`src/rtl/psa_pkg.sv`:
```
// Shared definitions for the partitioned adder/subtractor.
// Assumes operand width is a whole number of nibbles.
package psa_pkg;
    localparam int unsigned NIB_W = 4;

    typedef enum logic [1:0] {
        OP_ADD = 2'b00,
        OP_SUB = 2'b01,
        OP_DEC = 2'b10,
        OP_ALT = 2'b11
    } psa_op_e;
endpackage

```
`src/rtl/psa_lane_map.sv`:
```
// Decodes the cut bits into per-nibble lane-start and lane-top flags.
// Assumes nibble 0 always begins a lane and the last nibble always ends one.
module psa_lane_map #(
    parameter int unsigned NUM_NIB = 4
) (
    input  logic [NUM_NIB-2:0] part_i,
    output logic [NUM_NIB-1:0] start_o,
    output logic [NUM_NIB-1:0] top_o
);
    // lane starts: nibble 0 plus every nibble above a set cut bit
    assign start_o = {part_i, 1'b1};

    // lane tops: last nibble plus every nibble below a set cut bit
    assign top_o = {1'b1, part_i};

    // each lane has exactly one start and one top
    always_comb begin
        AST_LANE_BALANCE: assert ($countones(start_o) == $countones(top_o))
            else $error("lane start/top count differ");
    end
endmodule

```
`src/rtl/psa_operand.sv`:
```
// Forms the effective B operand and carry-in vector for the chosen operation.
// Assumes the unknown code 11 is handled as add.
module psa_operand
    import psa_pkg::*;
#(
    parameter int unsigned WIDTH   = 16,
    parameter int unsigned NUM_NIB = 4
) (
    input  psa_op_e            op_i,
    input  logic [WIDTH-1:0]   b_i,
    input  logic [NUM_NIB-1:0] cin_i,
    output logic [WIDTH-1:0]   b_eff_o,
    output logic [NUM_NIB-1:0] cin_eff_o
);
    // select B as-is, inverted, or all ones; drop carry-ins for the all-ones mode
    always_comb begin
        b_eff_o   = b_i;
        cin_eff_o = cin_i;
        unique case (op_i)
            OP_SUB: b_eff_o = ~b_i;
            OP_DEC: begin
                b_eff_o   = '1;
                cin_eff_o = '0;
            end
            default: b_eff_o = b_i;
        endcase
    end
endmodule

```
`src/rtl/psa_nibble_chain.sv`:
```
// Nibble-sliced ripple adder with a carry-select at every boundary and
// per-lane carry-out gathering. Assumes start/top flags are consistent.
module psa_nibble_chain
    import psa_pkg::*;
#(
    parameter int unsigned NUM_NIB = 4,
    localparam int unsigned WIDTH  = NUM_NIB * NIB_W
) (
    input  logic [WIDTH-1:0]   a_i,
    input  logic [WIDTH-1:0]   b_i,
    input  logic [NUM_NIB-1:0] cin_i,
    input  logic [NUM_NIB-1:0] start_i,
    input  logic [NUM_NIB-1:0] top_i,
    output logic [WIDTH-1:0]   sum_o,
    output logic [NUM_NIB-1:0] cout_o
);
    logic [NUM_NIB-1:0] c_in;
    logic [NUM_NIB-1:0] c_out;
    logic [NUM_NIB-1:0] lane_co;

    for (genvar i = 0; i < NUM_NIB; i++) begin : g_nib
        // carry source: external at a lane start, ripple otherwise
        if (i == 0) begin : g_first
            assign c_in[i] = cin_i[i];
        end else begin : g_rest
            assign c_in[i] = start_i[i] ? cin_i[i] : c_out[i-1];
        end

        // nibble add with carry
        assign {c_out[i], sum_o[i*NIB_W +: NIB_W]} =
            {1'b0, a_i[i*NIB_W +: NIB_W]} + {1'b0, b_i[i*NIB_W +: NIB_W]}
            + {{NIB_W{1'b0}}, c_in[i]};
    end

    // walk downward so each nibble sees the carry-out of its lane's top nibble
    for (genvar i = 0; i < NUM_NIB; i++) begin : g_gather
        if (i == NUM_NIB - 1) begin : g_last
            assign lane_co[i] = c_out[i];
        end else begin : g_mid
            assign lane_co[i] = top_i[i] ? c_out[i] : lane_co[i+1];
        end
        // report only at the lane's lowest nibble
        assign cout_o[i] = start_i[i] & lane_co[i];
    end

    // a joined boundary must hand the lower carry through unchanged
    always_comb begin
        for (int i = 1; i < NUM_NIB; i++) begin
            if (!start_i[i]) begin
                AST_RIPPLE_PASS: assert (c_in[i] == c_out[i-1])
                    else $error("ripple broken at nibble %0d", i);
            end
        end
    end
endmodule

```
`src/rtl/psa_top.sv`:
```
// Partitioned 16-bit add/subtract/decrement unit with per-lane carries.
// Purely combinational; assumes registered inputs upstream.
module psa_top
    import psa_pkg::*;
#(
    parameter int unsigned NUM_NIB = 4,
    localparam int unsigned WIDTH  = NUM_NIB * NIB_W
) (
    input  logic [WIDTH-1:0]   a_i,
    input  logic [WIDTH-1:0]   b_i,
    input  logic [NUM_NIB-1:0] cin_i,
    input  logic [1:0]         op_i,
    input  logic [NUM_NIB-2:0] part_i,
    output logic [WIDTH-1:0]   sum_o,
    output logic [NUM_NIB-1:0] cout_o
);
    logic [NUM_NIB-1:0] start;
    logic [NUM_NIB-1:0] top;
    logic [WIDTH-1:0]   b_eff;
    logic [NUM_NIB-1:0] cin_eff;
    psa_op_e            op;

    assign op = psa_op_e'(op_i);

    psa_lane_map #(.NUM_NIB(NUM_NIB)) i_map (
        .part_i (part_i),
        .start_o(start),
        .top_o  (top)
    );

    psa_operand #(.WIDTH(WIDTH), .NUM_NIB(NUM_NIB)) i_opnd (
        .op_i     (op),
        .b_i      (b_i),
        .cin_i    (cin_i),
        .b_eff_o  (b_eff),
        .cin_eff_o(cin_eff)
    );

    psa_nibble_chain #(.NUM_NIB(NUM_NIB)) i_chain (
        .a_i    (a_i),
        .b_i    (b_eff),
        .cin_i  (cin_eff),
        .start_i(start),
        .top_i  (top),
        .sum_o  (sum_o),
        .cout_o (cout_o)
    );

    // whole-word cross-checks against plain arithmetic in the unsplit mode
    always_comb begin
        AST_COUT_AT_START: assert ((cout_o & ~start) == '0)
            else $error("carry-out outside lane start");
        if (part_i == '0 && (op_i == 2'b00 || op_i == 2'b11)) begin
            AST_FULL_ADD: assert ({cout_o[0], sum_o} ==
                ({1'b0, a_i} + {1'b0, b_i} + {{WIDTH{1'b0}}, cin_i[0]}))
                else $error("full-width add mismatch");
        end
        if (part_i == '0 && op_i == 2'b01) begin
            AST_FULL_SUB: assert ({cout_o[0], sum_o} ==
                ({1'b0, a_i} + {1'b0, ~b_i} + {{WIDTH{1'b0}}, cin_i[0]}))
                else $error("full-width subtract mismatch");
        end
        if (part_i == '0 && op_i == 2'b10) begin
            AST_FULL_DEC: assert ({cout_o[0], sum_o} ==
                ({1'b0, a_i} + {1'b0, {WIDTH{1'b1}}}))
                else $error("full-width all-ones add mismatch");
        end
    end
endmodule

```
`config.mk`:
```
export PLATFORM = sky130hd
export DESIGN_NAME = psa_top
export DESIGN_NICKNAME = d
export VERILOG_FILES = /design/src/rtl/psa_pkg.sv /design/src/rtl/psa_lane_map.sv /design/src/rtl/psa_operand.sv /design/src/rtl/psa_nibble_chain.sv /design/src/rtl/psa_top.sv
export SDC_FILE = /design/constraint.sdc
export NUM_CORES = 1
export LEC_CHECK = 0
export ABC_CLOCK_PERIOD_IN_PS = 12900
export BUFFER_PORTS_ARGS = -buffer_cell sky130_fd_sc_hd__buf_2
export CAP_MARGIN = 10
export CORE_MARGIN = 2
export CORE_UTILIZATION = 40
export DETAILED_ROUTE_END_ITERATION = 8
export PLACE_DENSITY_LB_ADDON = 0.05
export SYNTH_ARGS = -nofsm -noshare
export SYNTH_HDL_FRONTEND = slang
export SYNTH_HIERARCHICAL = 1
export SYNTH_SLANG_ARGS = --single-unit
```
`constraint.sdc`:
```
create_clock -name vclk -period 12.9
set_input_delay 1.29 -clock vclk [all_inputs]
set_output_delay 1.29 -clock vclk [all_outputs]
set_load 0.005 [all_outputs]
```
==> run_results.csv <==
group,metric,value,unit
sta,min_period,8.989,ns
cells_and_area,seq_cells,0,
clocking,cts.hold.buffers_added,0,
die,die-area,0.003326,mm^2
worst_setup_path,critPathLaunch,"op_i[0]",
die,fp.dieH,57.68,um
global_route,grt_usage,16.71,%
clocking,cts_resized,0,
route,vias,1087,
die,fp.dieW,57.68,um
worst_setup_path,slowest_delay,0.47,ns
cells_and_area,seq_area,0,um^2
worst_setup_path,crit_path_frequent_cell,"fa_1",
global_route,overflow,0,
power_and_ir_drop,peakVddDrop,0.00004169,V
cells_and_area,fin_nets,261,
job,maxCapViolCount,0,
route,routedWlPerCell,11.71,um
power_and_ir_drop,p_leak,0.7710,nW
sta,slew_violations,0,
route,drtPass1Iterations,4,
yosys,syn_area,0.001152,mm^2
yosys,synth_fp_nets,208,
sta,fmax,111.3,MHz
die,core,0.002758,mm^2
clocking,cts_setup_buffers,0,
worst_setup_path,crit_type,"in -> out",
worst_setup_path,critPathTopFamily,"adder cells",
yosys,yosysWarningCount,6,
sta,relSlewSlack,60.78,%
worst_setup_path,crit_slowest_cell,"ha_1",
global_route,grt_first_pass_wirelength,4.616,mm
route,drt_iter0_markers,21,
global_route,grt_max_degree,18,
cells_and_area,layout_common_cells,"buf_2, inv_1, nand2b_1, ha_1, nor2b_1",
sta,whs,2.933,ns
global_route,antenna_found_initial,0,
placement,gp_congestion,0.7237,
sta,finalHoldViolCount,0,
route,drc_errors,0,
die,ioPinCount,61,
cells_and_area,antenna_cells,0,
cells_and_area,area_growth,23.02,%
route,via_per_inst,4.789,
worst_setup_path,path_buf_inv,7,
min_path,hold_start,"a_i[8]",
global_route,grt_pass1_vias,1132,
yosys,syn_avg_cell_area,7.947,um^2
die,rows,19,
worst_setup_path,worstPathRequired,11.61,ns
sta,setup_viol,0,
min_path,min_path_type,"in -> out",
cells_and_area,final_common_cell,"buf_2",
placement,dp_hpwl,2.308,mm
sta,tightest_slew,0.5883,ns
worst_setup_path,crit_path_start_kind,"input port",
worst_setup_path,worstPathArrival,7.70,ns
cells_and_area,clock_buffer_count,0,
sta,setup_tns,0,ns
yosys,netlist_instances,145,
sta,fin_crit_sh,69.68,%
sta,rsz0062_at_grt,"no",
worst_setup_path,crit_fanout,17,
power_and_ir_drop,power_per_cell_area,63.89,mW/mm^2
placement,port_buffers,61,
worst_setup_path,endpoint_kind,"primary output",
die,start_util,41.79,%
cells_and_area,drive_gt1_share,39.80,%
route,wl,2.659,mm
route,ant_nets,0,
run_status,status,"complete, no violations",
[final timing paths]
path | to | slack (ns) | cells after the start
hold / removal | sum_o[8] | 2.93 | 3
setup / recovery | cout_o[0] | 3.91 | 32
[metrics by stage]
| stage | instances | utilization (%) | area [um^2] | worst slack, ns | total power [mW] |
|---|---|---|---|---|---|
| after floorplan | 145 | - | 1152 | 4.840 | 0.06196 |
| after global placement | 227 | 51.41 | 1418 | 4.029 | 0.08931 |
| after detailed placement | 227 | 51.41 | 1418 | 3.835 | 0.09188 |
| after CTS | 227 | 51.41 | 1418 | 3.831 | 0.09256 |
| after global routing | 227 | 51.41 | 1418 | 3.348 | 0.1034 |
| final | 227 | 51.41 | 1418 | 3.911 | 0.09057 |
[final cells by class]
type                       count  area [um^2]
inverter                      21        78.83
fill                         302         1340
timing repair buffer          61        305.3
tap                           31        38.79
multi-input combinational    114        994.7
[layer usage]
metal  vias to the layer above  track usage [%]  wire length [um]
li1                        568                -                 -
met4                         0           0.6645                 0
met2                        32            33.77              1395
met3                         0            1.786               201
met1                       487            19.53              1062
met5                         -                0                 0
[power breakdown]
part	internal, mW	leakage [nW]	switching [mW]
clock network	0	0	0
logic	0.0466	0.771	0.0440
registers	0	0	0
total	0.0466	0.771	0.0440
No activity file was read; power rests on OpenSTA's default activity.
